**src/rtl/pwm_dbuf_chan.sv**
```systemverilog
module pwm_dbuf_chan #(
  parameter int W = 16
) (
  input  logic         clk,
  input  logic         rst_n,
  input  logic         run,
  input  logic         load_now,
  input  logic         invert,
  input  logic         auto_reload,
  input  logic [W-1:0] period_buf,
  input  logic [W-1:0] compare_buf,
  input  logic         tick,
  output logic         pwm_out,
  output logic         period_end
);

  localparam logic [W-1:0] ALL_ONES = '1;

  logic [W-1:0] cnt_q, cmp_q;
  logic         parked_q, pend_q;
  logic         step, at_zero, underflow, raw_lvl;

  assign step      = run && tick && !parked_q && !load_now;
  assign at_zero   = (cnt_q == '0);
  assign underflow = step && at_zero;
  assign raw_lvl   = parked_q ? (cmp_q == ALL_ONES) : (cnt_q <= cmp_q);
  assign pwm_out   = raw_lvl ^ invert;
  assign period_end = pend_q;

  always_ff @(posedge clk or negedge rst_n) begin
    if (!rst_n) begin
      cnt_q    <= '0;
      cmp_q    <= '0;
      parked_q <= 1'b1;
      pend_q   <= 1'b0;
    end else begin
      pend_q <= underflow;
      if (load_now) begin
        cnt_q    <= period_buf;
        cmp_q    <= compare_buf;
        parked_q <= 1'b0;
      end else if (underflow) begin
        if (auto_reload) begin
          cnt_q <= period_buf;
          cmp_q <= compare_buf;
        end else begin
          parked_q <= 1'b1;
        end
      end else if (step) begin
        cnt_q <= cnt_q - 1'b1;
      end
    end
  end

  assert_count_down_R1: assert property (@(posedge clk) disable iff (!rst_n)
    (step && !at_zero) |=> (cnt_q == $past(cnt_q) - 1'b1));

  assert_manual_load_R4: assert property (@(posedge clk) disable iff (!rst_n)
    load_now |=> (cnt_q == $past(period_buf) && cmp_q == $past(compare_buf) && !parked_q));

  assert_parked_quiet_R6: assert property (@(posedge clk) disable iff (!rst_n)
    parked_q |=> !period_end);

  assert_hold_R8: assert property (@(posedge clk) disable iff (!rst_n)
    (!(run && tick) && !load_now) |=> ($stable(cnt_q) && $stable(cmp_q)));

  assert_single_pulse_R9: assert property (@(posedge clk) disable iff (!rst_n)
    period_end |=> !period_end);

  assert_polarity_R7: assert property (@(posedge clk) disable iff (!rst_n)
    $changed(invert) && $stable(cnt_q) && $stable(cmp_q) && $stable(parked_q) |-> $changed(pwm_out));

endmodule

```
**config.mk**
```make
export PLATFORM = sky130hd
export DESIGN_NAME = pwm_dbuf_chan
export DESIGN_NICKNAME = d
export VERILOG_FILES = /design/src/rtl/pwm_dbuf_chan.sv
export SDC_FILE = /design/constraint.sdc
export NUM_CORES = 1
export LEC_CHECK = 0
export CAP_MARGIN = 20
export CORE_ASPECT_RATIO = 0.8
export CORE_MARGIN = 5
export CORE_UTILIZATION = 47
export CTS_CLUSTER_DIAMETER = 80
export CTS_CLUSTER_SIZE = 16
export DETAILED_ROUTE_END_ITERATION = 16
export GPL_TIMING_DRIVEN = 0
export PLACE_DENSITY_LB_ADDON = 0.08
export SLEW_MARGIN = 20
export SYNTH_ARGS = -nofsm -noshare
export SYNTH_HDL_FRONTEND = slang
export SYNTH_SLANG_ARGS = --single-unit
```
**constraint.sdc**
```tcl
create_clock -name clk -period 2.13 [get_ports clk]
set_input_delay 0.426 -clock clk [delete_from_list [all_inputs] [get_ports clk]]
set_output_delay 0.426 -clock clk [all_outputs]
set_load 0.01 [all_outputs]
```
==> summary.md, run 1 <==
| Metric | Value |
|---|---|
| Post-route minimum period | `2.72 ns` |
| Yosys top cell by area | `dfrtp_1` |
| DRT Pass-1 Iters | `4` |
| Fill count | `about 280` |
| Design area | `between 3000 and 4000 um2` |
| Starting DRT DRC Count | `roughly 210` |
| Antenna Nets Post-Route | `0` |
| GRT busiest layer | `met2` |
| Worst Tran Pin Value | `between 0.7 and 0.8 ns` |
| Final worst slack | `-0.587 ns` |
| DRC violation count after routing | `0` |
| DR WL/cell | `about 20 um` |
| Number of global-route vias before repair | `2510` |
| Mean Syn Cell Area | `8.77 um2` |
| CP required | `around 1.7 ns` |
| Nets | `between 400 and 500` |
| Vias/cell | `6.01` |
| Max FO, Critical Path | `3` |
| Placed inst area | `roughly 2700 um2` |
| Fmax | `between 300 and 400 MHz` |
| Element type at the critical path end | `output port` |
| Layout cell share with drive strength beyond 1 | `approximately 46%` |
| Failing checks | `negative setup slack` |
| Clock Sink Count | `34` |
| Clock buffer count from CTS | `5` |
| CORE AREA | `between 4000 and 5000 um2` |
| Critical Path AT | `2.29 ns` |
| DRT Wirelength | `roughly 8500 um` |
| Leak | `~1.6 nW` |
| Worst-case vdd ir drop | `465 uV` |
| Startpoint types | `flop` |
| Chip height | `between 70 and 80 um` |
| Largest net degree at the start of global routing | `27` |
| Routability congestion estimate | `approximately 0.84` |
| Met3 Track Usage GR | `5.75%` |
| Mapped Area | `about 2200 um2` |
| Synth-to-Final Area Change | `68.2%` |
| Initial antenna violation count | `0` |
| First-pass GRT wire length | `roughly 13000 um` |
| Clock Pin Slew Worst Setup and Hold Paths | `~0.080 ns` |
| Tot Pwr | `~2.0 mW` |
| Die Wd | `86.7 um` |
| Final Slew Violations | `0` |
| TritonCTS clock tree | `yes` |
| RSZ-0062 raised after global routing | `yes` |
| Power per standard cell area | `approximately 550 nW/um2` |
| Max_slew headroom | `around 50%` |
| Most frequent cells in the layout | `clkdlybuf4s50_1 (37), buf_4 (34), dfrtp_1 (29)` |
| I/O Pins | `41` |
| Total Routing Usage GR | `26.3%` |
| Yosys cell types | `between 50 and 60` |
| Tcrit/Tclk final | `128%` |
| Post-synth EDFFs | `0` |
| H-tree depth | `2` |
| # rows | `22` |
| Maxcap violations | `0` |
| Setup violators final | `35` |
| ANT cells | `0` |
| Hold buffer count at CTS | `0` |
| #FFs+latches synth | `34` |
| Syn. warnings | `0` |
| Synth area leaders | `dfrtp_1 (37%), ha_1 (10%), o21ai_0 (6.6%)` |
| Clock Tree Root | `clkbuf_8` |
| Critical path class | `flop to output port` |
| Place WS | `-0.844 ns` |
| Final hold violation count | `0` |
| CTS Buffer Depth | `2` |
| Clk Latency, worst-skew pair | `around 0.29 ns` |
| Syn nets | `309` |
| Routed via count | `about 2.5k` |
| Cells after Synth | `around 250` |
| Global routing usage on met2 | `43.2%` |
| Ys flop type | `dfrtp_1` |
| Grt met1 use | `about a third` |
| Yosys top cell area share | `a little under two fifths` |
| Hold Path Class | `primary input to async pin` |
| Grt total ovfl | `0` |
| Worst Skew | `slightly below 0.006 ns` |
| Port Buf Inserts | `39` |
| Asr flop ratio synth | `100%` |
| Die area | `~6200 um2` |
| Register area share after synthesis | `approximately 39%` |
| Status | `finished, violations left` |
| Most common cell after layout, fill and taps aside | `clkdlybuf4s50_1` |
| Util after Layout | `81.4%` |
| Initial Util | `about half` |
| HPWL after DPL | `4490 um` |
## kinds of logic (layout without fill, tap and decap cells)
family | count (synthesis) | in the layout | synth area share, %
compound gates | 76 | 76 | 22.7
flops | 34 | 34 | 38.6
xor+xnor | 1 | 1 | 0.396
buf+inv | 30 | 132 | 6.51
mux | 2 | 2 | 0.963
fa+ha+maj | 18 | 18 | 10.2
simple gates | 91 | 91 | 20.7
## layer usage
metal | vias up | part of all wire (%)
li1 | 1125 | -
met1 | 1215 | 39
met2 | 118 | 49
met3 | 31 | 8.6
met4 | 0 | 3.5
met5 | - | 0
## area by class of cell
type | instances | area (um2) | area share [%]
clock buffer | 7 | 86.3 | 2.32
inverter | 22 | 82.6 | 2.22
multi-input combinational | 188 | 1620 | 43.6
sequential | 34 | 857 | 23.1
timing repair buffer | 97 | 923 | 24.8
clock inverter | 1 | 5.00 | 0.135
tap | 60 | 75.1 | 2.02
buffer | 5 | 68.8 | 1.85
## worst paths after layout
| check | from | to | slack, ns | cells after the start |
|---|---|---|---|---|
| hold / removal | rst_n | cnt_q[8] | 0.004 | 1 |
| setup reg to reg | cnt_q[7] | cnt_q[15] | -0.33 | 10 |
| max in group asynchronous | rst_n | parked_q | 1.63 | 2 |
| min in group clk | cnt_q[0] | cnt_q[0] | 0.57 | 1 |
| setup / recovery | cmp_q[12] | pwm_out | -0.59 | 9 |
| hold reg to reg | cnt_q[0] | cnt_q[0] | 0.57 | 1 |
## Yosys cell counts, types with 2 or more instances
| cell type | number |
|---|---|
| dfrtp_1 | 33 |
| o21ai_0 | 29 |
| nand2_1 | 28 |
| inv_1 | 21 |
| ha_1 | 18 |
| a21oi_1 | 17 |
| nor2_1 | 17 |
| nor3_1 | 11 |
| nand3_1 | 8 |
| buf_6 | 4 |
| nand4_1 | 4 |
| nor4_1 | 4 |
| or2_2 | 4 |
| a31oi_1 | 3 |
| clkbuf_1 | 3 |
| o311ai_0 | 3 |
| a211o_1 | 2 |
| a211oi_1 | 2 |
| a22oi_1 | 2 |
| and4_1 | 2 |
| nand2b_1 | 2 |
| nor3b_1 | 2 |
| o21ai_1 | 2 |
| or3_1 | 2 |
| or3_4 | 2 |
## critical path: stages (launching register included)
cell and delay, ns:
dfrtp_1 0.38, inv_1 0.09, ha_1 0.29, and4_4 0.21
nand4_1 0.18, a21oi_2 0.08, a211o_1 0.29, o21ai_2 0.15
xor2_1 0.17, buf_2 0.16
## power breakdown
part	internal, mW	switching, mW	leakage, nW
Clock	0.261	0.248	0.0482
Combinational	0.372	0.361	1.12
Sequential	0.716	0.0831	0.401
## stage by stage
step / instances / hold slack (ns) / setup TNS (ns)
final: 414 / 0.00450 / -8.12
after global routing: 414 / 0.00780 / -10.55
after CTS: 406 / 0.00175 / -8.11
after detailed placement: 352 / 0.307 / -18.63
after global placement: 351 / 0.515 / -22.83
after floorplan: 252 / 0.130 / -1.78
## registers in the layout (all words and copies together), names as in the netlist
name,count
cmp_q,16
cnt_q,16
parked_q,1
period_end,1
## timing repair
action | in CTS | in global routing
endpoints found under the setup margin | 33 | 35
gates cloned | 4 | 0
resized for setup | 101 | 45
buffers inserted | 44 | 12
pin swaps | 45 | 25
No activity file was read; power rests on OpenSTA's default activity.
==> inputs of run 2 (changes only) <==
- CORE_MARGIN: 5 -> 10
==> run 2 against run 1 <==
  * Largest cell class unchanged
  * The run still ends with negative setup slack left
  * Count of clock-buffer cells in the layout grew 1
  * Critical path type unchanged
  * Clock power grew 15%
  * Core utilization grew 0.19 points
  * Hold slack gained 0.53 ns
  * Sequential share of layout area shrank 0.054 points
  * First-iteration DRC count shrank 28%
  * Design area grew 0.24%
==> summary.md, run 2 (synthesis results as in run 1) <==
| Metric | Value |
|---|---|
| Largest registers | `cmp_q x16, cnt_q x16` |
| Port Buf Inserts | `39 (unchanged)` |
| Most common cell after layout, fill and taps aside | `clkdlybuf4s50_1` |
| CORE AREA | `4570 um2 (unchanged)` |
| Clock Pin Slew Worst Setup and Hold Paths | `0.08 ns (about the same)` |
| Clk Latency, worst-skew pair | `0.29 ns (about the same)` |
| Crit-path cells | `ha_4 -> and4_4 -> nand4_1 -> nor4_2 -> a41oi_1 -> o21ai_1 -> xor2_1 -> buf_2` |
| Layout cell share with drive strength beyond 1 | `46.5% (+0.49 points)` |
| Initial Util | `48.4% (unchanged)` |
| Setup violators final | `34 (-2.9%)` |
| RSZ-0062 raised after global routing | `yes` |
| Critical Path AT | `2.29 ns (about the same)` |
| Placed inst area | `2700 um2 (unchanged)` |
| Status | `finished, violations left` |
| Final worst slack | `-0.582 ns (+0.00495 ns)` |
| DR WL/cell | `21.2 um (+3.4%)` |
| I/O Pins | `41 (unchanged)` |
| Die Wd | `96.7 um (+12%)` |
| DRT Pass-1 Iters | `4 (unchanged)` |
| Antenna Nets Post-Route | `0 (unchanged)` |
| Clock Tree Root | `clkbuf_8` |
| Critical path class | `flop to output port` |
| Hold Path Class | `primary input to async pin` |
| Tcrit/Tclk final | `127% (-0.23 points)` |
| Element type at the critical path end | `output port` |
| Number of global-route vias before repair | `2380 (-5.2%)` |
| Routed via count | `2401 (-3.5%)` |
| Maxcap violations | `0 (unchanged)` |
| Setup crit start | `cnt_q[14]` |
| Largest net degree at the start of global routing | `27 (unchanged)` |
| Starting DRT DRC Count | `151 (-28%)` |
| Clock buffer count from CTS | `5 (unchanged)` |
| DRT Wirelength | `8600 um (+1.4%)` |
| Crit path largest cell delay | `0.46 ns (+0.08 ns)` |
| Routability congestion estimate | `0.896 (+6.5%)` |
| Die area | `7860 um2 (+27%)` |
| Max_slew headroom | `57.2% (+6.9 points)` |
| Leak | `1.59 nW (+0.89%)` |
| Power per standard cell area | `569 nW/um2 (+3.6%)` |
| Initial antenna violation count | `0 (unchanged)` |
| Final Slew Violations | `0 (unchanged)` |
| FF-to-FF Start | `cnt_q[7]` |
| Clock Sink Count | `34 (unchanged)` |
| # rows | `22 (unchanged)` |
| Worst-case vdd ir drop | `421 uV (-9.6%)` |
| Worst Skew | `0.00782 ns (+0.00188 ns)` |
| Nets | `402 (-2.0%)` |
| CP required | `1.70 ns (about the same)` |
| Critical path's slowest cell | `dfrtp_2` |
| TritonCTS clock tree | `yes` |
| Startpoint types | `flop` |
| ANT cells | `0 (unchanged)` |
| Post-route minimum period | `2.71 ns (-0.00495 ns)` |
| Fmax | `369 MHz (+0.18%)` |
| Design area | `3730 um2 (+0.24%)` |
| First-pass GRT wire length | `12500 um (-1.4%)` |
| Max FO, Critical Path | `3 (unchanged)` |
| Final hold violation count | `0 (unchanged)` |
| Grt total ovfl | `0 (unchanged)` |
| Worst Tran Pin Value | `0.641 ns (-0.103 ns)` |
| Total Neg Setup Slack | `-5.85 ns (+2.28 ns)` |
| Total Routing Usage GR | `19.4% (-6.9 points)` |
| H-tree depth | `2 (unchanged)` |
| Synth-to-Final Area Change | `68.6%` |
| DRC violation count after routing | `0 (unchanged)` |
| HPWL after DPL | `4780 um (+6.5%)` |
| CTS Buffer Depth | `2 (unchanged)` |
| Util after Layout | `81.5% (+0.19 points)` |
| Vias/cell | `5.91 (-1.6%)` |
| Most frequent cells in the layout | `clkdlybuf4s50_1 (37), dfrtp_1 (29), buf_4 (26)` |
| Failing checks | `negative setup slack` |
| Worst r2r path cells | `9 (-1)` |
| Chip height | `81.3 um (+14%)` |
| WHS | `0.535 ns (+0.530 ns)` |
run 2: area by class of cell:
type	instances	area [um2]
Multi-Input combinational cell	188	1660
Timing Repair Buffer	88	867
Sequential cell	34	857
Fill cell	273	843
Clock buffer	8	110
Inverter	22	82.6
Buffer	6	75.1
Tap cell	60	75.1
run 2: through the flow:
stage	total power, mW	setup WS, ns	cells
detailed placement	1.25	-0.815	352
finish	2.12	-0.582	406
global placement	1.24	-0.807	351
global route	2.22	-0.671	406
floorplan	1.06	-0.134	252
CTS	2.00	-0.475	398
run 2: repair_timing:
item,in CTS,in global routing
gates cloned,4,0
hold endpoints to repair,7,0
hold buffers,1,0
endpoints found under the setup margin,34,35
gates resized for setup,98,59
pin swaps,41,14
buffers inserted,34,13
run 2: critical path: cells and delay by family, from the launching register on:
| kind | cells | cell delay [ns] |
|---|---|---|
| AOI/OAI and AO/OA | 2 | 0.26 |
| xor gates and xnor gates | 1 | 0.18 |
| buffers and inverters | 1 | 0.16 |
| adders and majority gates | 1 | 0.28 |
| and+or+nand+nor | 3 | 0.65 |
| DFF | 1 | 0.46 |
run 2: power breakdown:
group | total [mW] | switching, mW | internal [mW]
Combinational | 0.736 | 0.364 | 0.372
Clock | 0.584 | 0.257 | 0.327
Sequential | 0.800 | 0.0844 | 0.716
Total | 2.12 | 0.706 | 1.41
run 2: worst paths after layout:
check | end | slack, ns
worst max-delay path | pwm_out | -0.58
worst min-delay path | period_end | 0.53
worst max register to register | cnt_q[12] | -0.25
worst min register to register | cmp_q[2] | 0.56
max in group asynchronous | parked_q | 1.09
min in group clk | cmp_q[2] | 0.56
run 2: layer usage:
layer / track usage [%] / vias up / routed length, um
met3: 4.75 / 25 / 692
li1: - / 1106 / -
met5: 0 / - / 0
met4: 5.15 / 0 / 221
met2: 31.6 / 117 / 4140
met1: 25.3 / 1153 / 3540
==> inputs of run 3 (changes only) <==
- CORE_MARGIN: 10 -> 4
==> run 3 against run 2 <==
  * The flow finishes with violations (negative hold slack, negative setup slack)
  * Count of clock-buffer cells in the layout decreased by 3
  * Routed wire length shrank 2.0%
  * Clock skew grew 0.010 ns
  * First-iteration DRC count increased by 68%
  * Highest routed layer unchanged
  * Core utilization increased by 1.2 points
==> summary.md, run 3 (synthesis results as in run 1) <==
| Metric | Value |
|---|---|
| Status | `finished, violations left` |
| Failing checks | `negative hold slack, negative setup slack` |
| Vias/cell | `6.13 (+3.6%)` |
| Total Routing Usage GR | `23.6% (+4.2 points)` |
| RSZ-0062 raised after global routing | `yes` |
| Util after Layout | `82.7% (+1.2 points)` |
| Crit-path leading delay family | `simple AND/OR/NAND/NOR gates` |
| Initial Util | `48.4% (unchanged)` |
| Initial antenna violation count | `0 (unchanged)` |
| Design area | `3780 um2 (+1.4%)` |
| Placed inst area | `2700 um2 (unchanged)` |
| I/O Pins | `41 (unchanged)` |
| Routability congestion estimate | `0.908 (+1.3%)` |
| Crit path largest cell delay | `0.44 ns (-0.02 ns)` |
| Largest registers | `cmp_q x16, cnt_q x16` |
| Critical path's slowest cell | `dfrtp_2` |
| Most common cell after layout, fill and taps aside | `clkdlybuf4s50_1` |
| Worst Skew | `0.0179 ns (+0.0100 ns)` |
| Max FO, Critical Path | `2 (-1)` |
| CORE AREA | `4570 um2 (unchanged)` |
| Clock buffer count from CTS | `5 (unchanged)` |
| Final worst slack | `-0.561 ns (+0.0209 ns)` |
| Grt total ovfl | `0 (unchanged)` |
| Chip height | `69.3 um (-15%)` |
| Worst Tran Pin Value | `0.671 ns (+0.0296 ns)` |
| DR WL/cell | `20.5 um (-3.2%)` |
| WP buf/inv | `1 (unchanged)` |
| DRT Wirelength | `8430 um (-2.0%)` |
| Setup violators final | `35 (+2.9%)` |
| Tot Pwr | `2.16 mW (+1.8%)` |
| Power per standard cell area | `571 nW/um2 (+0.33%)` |
| Fmax | `372 MHz (+0.78%)` |
| Final Slew Violations | `0 (unchanged)` |
| Layout cell share with drive strength beyond 1 | `48.1% (+1.6 points)` |
| TritonCTS clock tree | `yes` |
| Port Buf Inserts | `39 (unchanged)` |
| Clock Pin Slew Worst Setup and Hold Paths | `0.09 ns (about the same)` |
| Clk Latency, worst-skew pair | `0.30 ns (about the same)` |
| # rows | `22 (unchanged)` |
| Nets | `407 (+1.2%)` |
| Max_slew headroom | `55.3% (-2.0 points)` |
| Non-filler instance count after layout | `411 (+1.2%)` |
| Clock Tree Root | `clkbuf_8` |
| Hold buffer count at CTS | `0 (-1)` |
| ANT cells | `0 (unchanged)` |
| Most frequent cells in the layout | `clkdlybuf4s50_1 (37), buf_4 (30), dfrtp_1 (26)` |
| CTS Buffer Depth | `2 (unchanged)` |
| Hold Path Class | `primary input to async pin` |
| Starting DRT DRC Count | `253 (+68%)` |
| Routed via count | `2519 (+4.9%)` |
| Largest net degree at the start of global routing | `25 (-7.4%)` |
| Die area | `5870 um2 (-25%)` |
| Number of global-route vias before repair | `2253 (-5.3%)` |
| Critical path class | `flop to output port` |
| Leak | `1.61 nW (+1.8%)` |
| Crit-path cells | `ha_1 -> and4_1 -> nand4_1 -> nor4_2 -> a41oi_1 -> o21ai_2 -> xor2_1 -> buf_2` |
| Die Wd | `84.7 um (-12%)` |
| CP required | `1.70 ns (about the same)` |
| Maxcap violations | `0 (unchanged)` |
| Tcrit/Tclk final | `126% (-0.98 points)` |
| Antenna Nets Post-Route | `0 (unchanged)` |
| DRC violation count after routing | `0 (unchanged)` |
| H-tree depth | `2 (unchanged)` |
| Critical Path AT | `2.26 ns (-0.03 ns)` |
| Element type at the critical path end | `output port` |
| Synth-to-Final Area Change | `71.1%` |
| Post-route minimum period | `2.69 ns (-0.0209 ns)` |
| HPWL after DPL | `4510 um (-5.6%)` |
| Startpoint types | `flop` |
| Post-Place Cells | `352 (unchanged)` |
| Final hold violation count | `2 (+2)` |
| Clock Sink Count | `34 (unchanged)` |
| WHS | `-0.000118 ns (-0.535 ns)` |
| DRT Pass-1 Iters | `5 (+1)` |
| Worst-case vdd ir drop | `475 uV (+13%)` |
| First-pass GRT wire length | `11000 um (-12%)` |
[run 3: timing repair]
item                       in CTS  in global routing
gates resized for setup        49                112
setup endpoints to repair      34                 35
pin swaps                      18                 46
buffers inserted               24                 25
gates cloned                    4                  0
[run 3: routing by layer]
| layer | vias to the layer above | track usage, % | wire length, um |
|---|---|---|---|
| met5 | - | 0 | 0 |
| met4 | 0 | 5.10 | 266 |
| met3 | 32 | 7.24 | 604 |
| met2 | 136 | 36.8 | 3970 |
| met1 | 1239 | 32.5 | 3590 |
| li1 | 1112 | - | - |
[run 3: per-stage QoR]
stage	setup slack (ns)	setup TNS, ns
after detailed placement	-0.806	-18.78
after global routing	-0.651	-14.57
after floorplan	-0.134	-1.78
final	-0.561	-12.42
after CTS	-0.473	-11.60
after global placement	-0.797	-23.39
[run 3: path summary, 6_finish.rpt]
path	from	end	slack, ns	cells after the start
max in group asynchronous	rst_n	parked_q	1.63	2
min in group clk	cnt_q[0]	cnt_q[0]	0.56	1
worst min register to register	cnt_q[0]	cnt_q[0]	0.56	1
worst max register to register	cnt_q[7]	cnt_q[3]	-0.54	9
worst min-delay path	rst_n	cnt_q[8]	-0.0001	1
worst max-delay path	cnt_q[7]	pwm_out	-0.56	8
[run 3: power breakdown]
group          switching, mW  internal, mW  total [mW]
logic                  0.359         0.382       0.742
registers             0.0865         0.718       0.804
clock network          0.267         0.345       0.612
total                  0.713          1.45        2.16
[run 3: final cells by class]
| cell class | instances | area [um2] |
|---|---|---|
| Buffer | 7 | 87.6 |
| Clock buffer | 5 | 68.8 |
| Clock inverter | 3 | 40.0 |
| Fill cell | 270 | 790 |
| Inverter | 22 | 82.6 |
| Multi-Input combinational cell | 188 | 1660 |
| Sequential cell | 34 | 861 |
| Tap cell | 60 | 75.1 |
| Timing Repair Buffer | 92 | 902 |
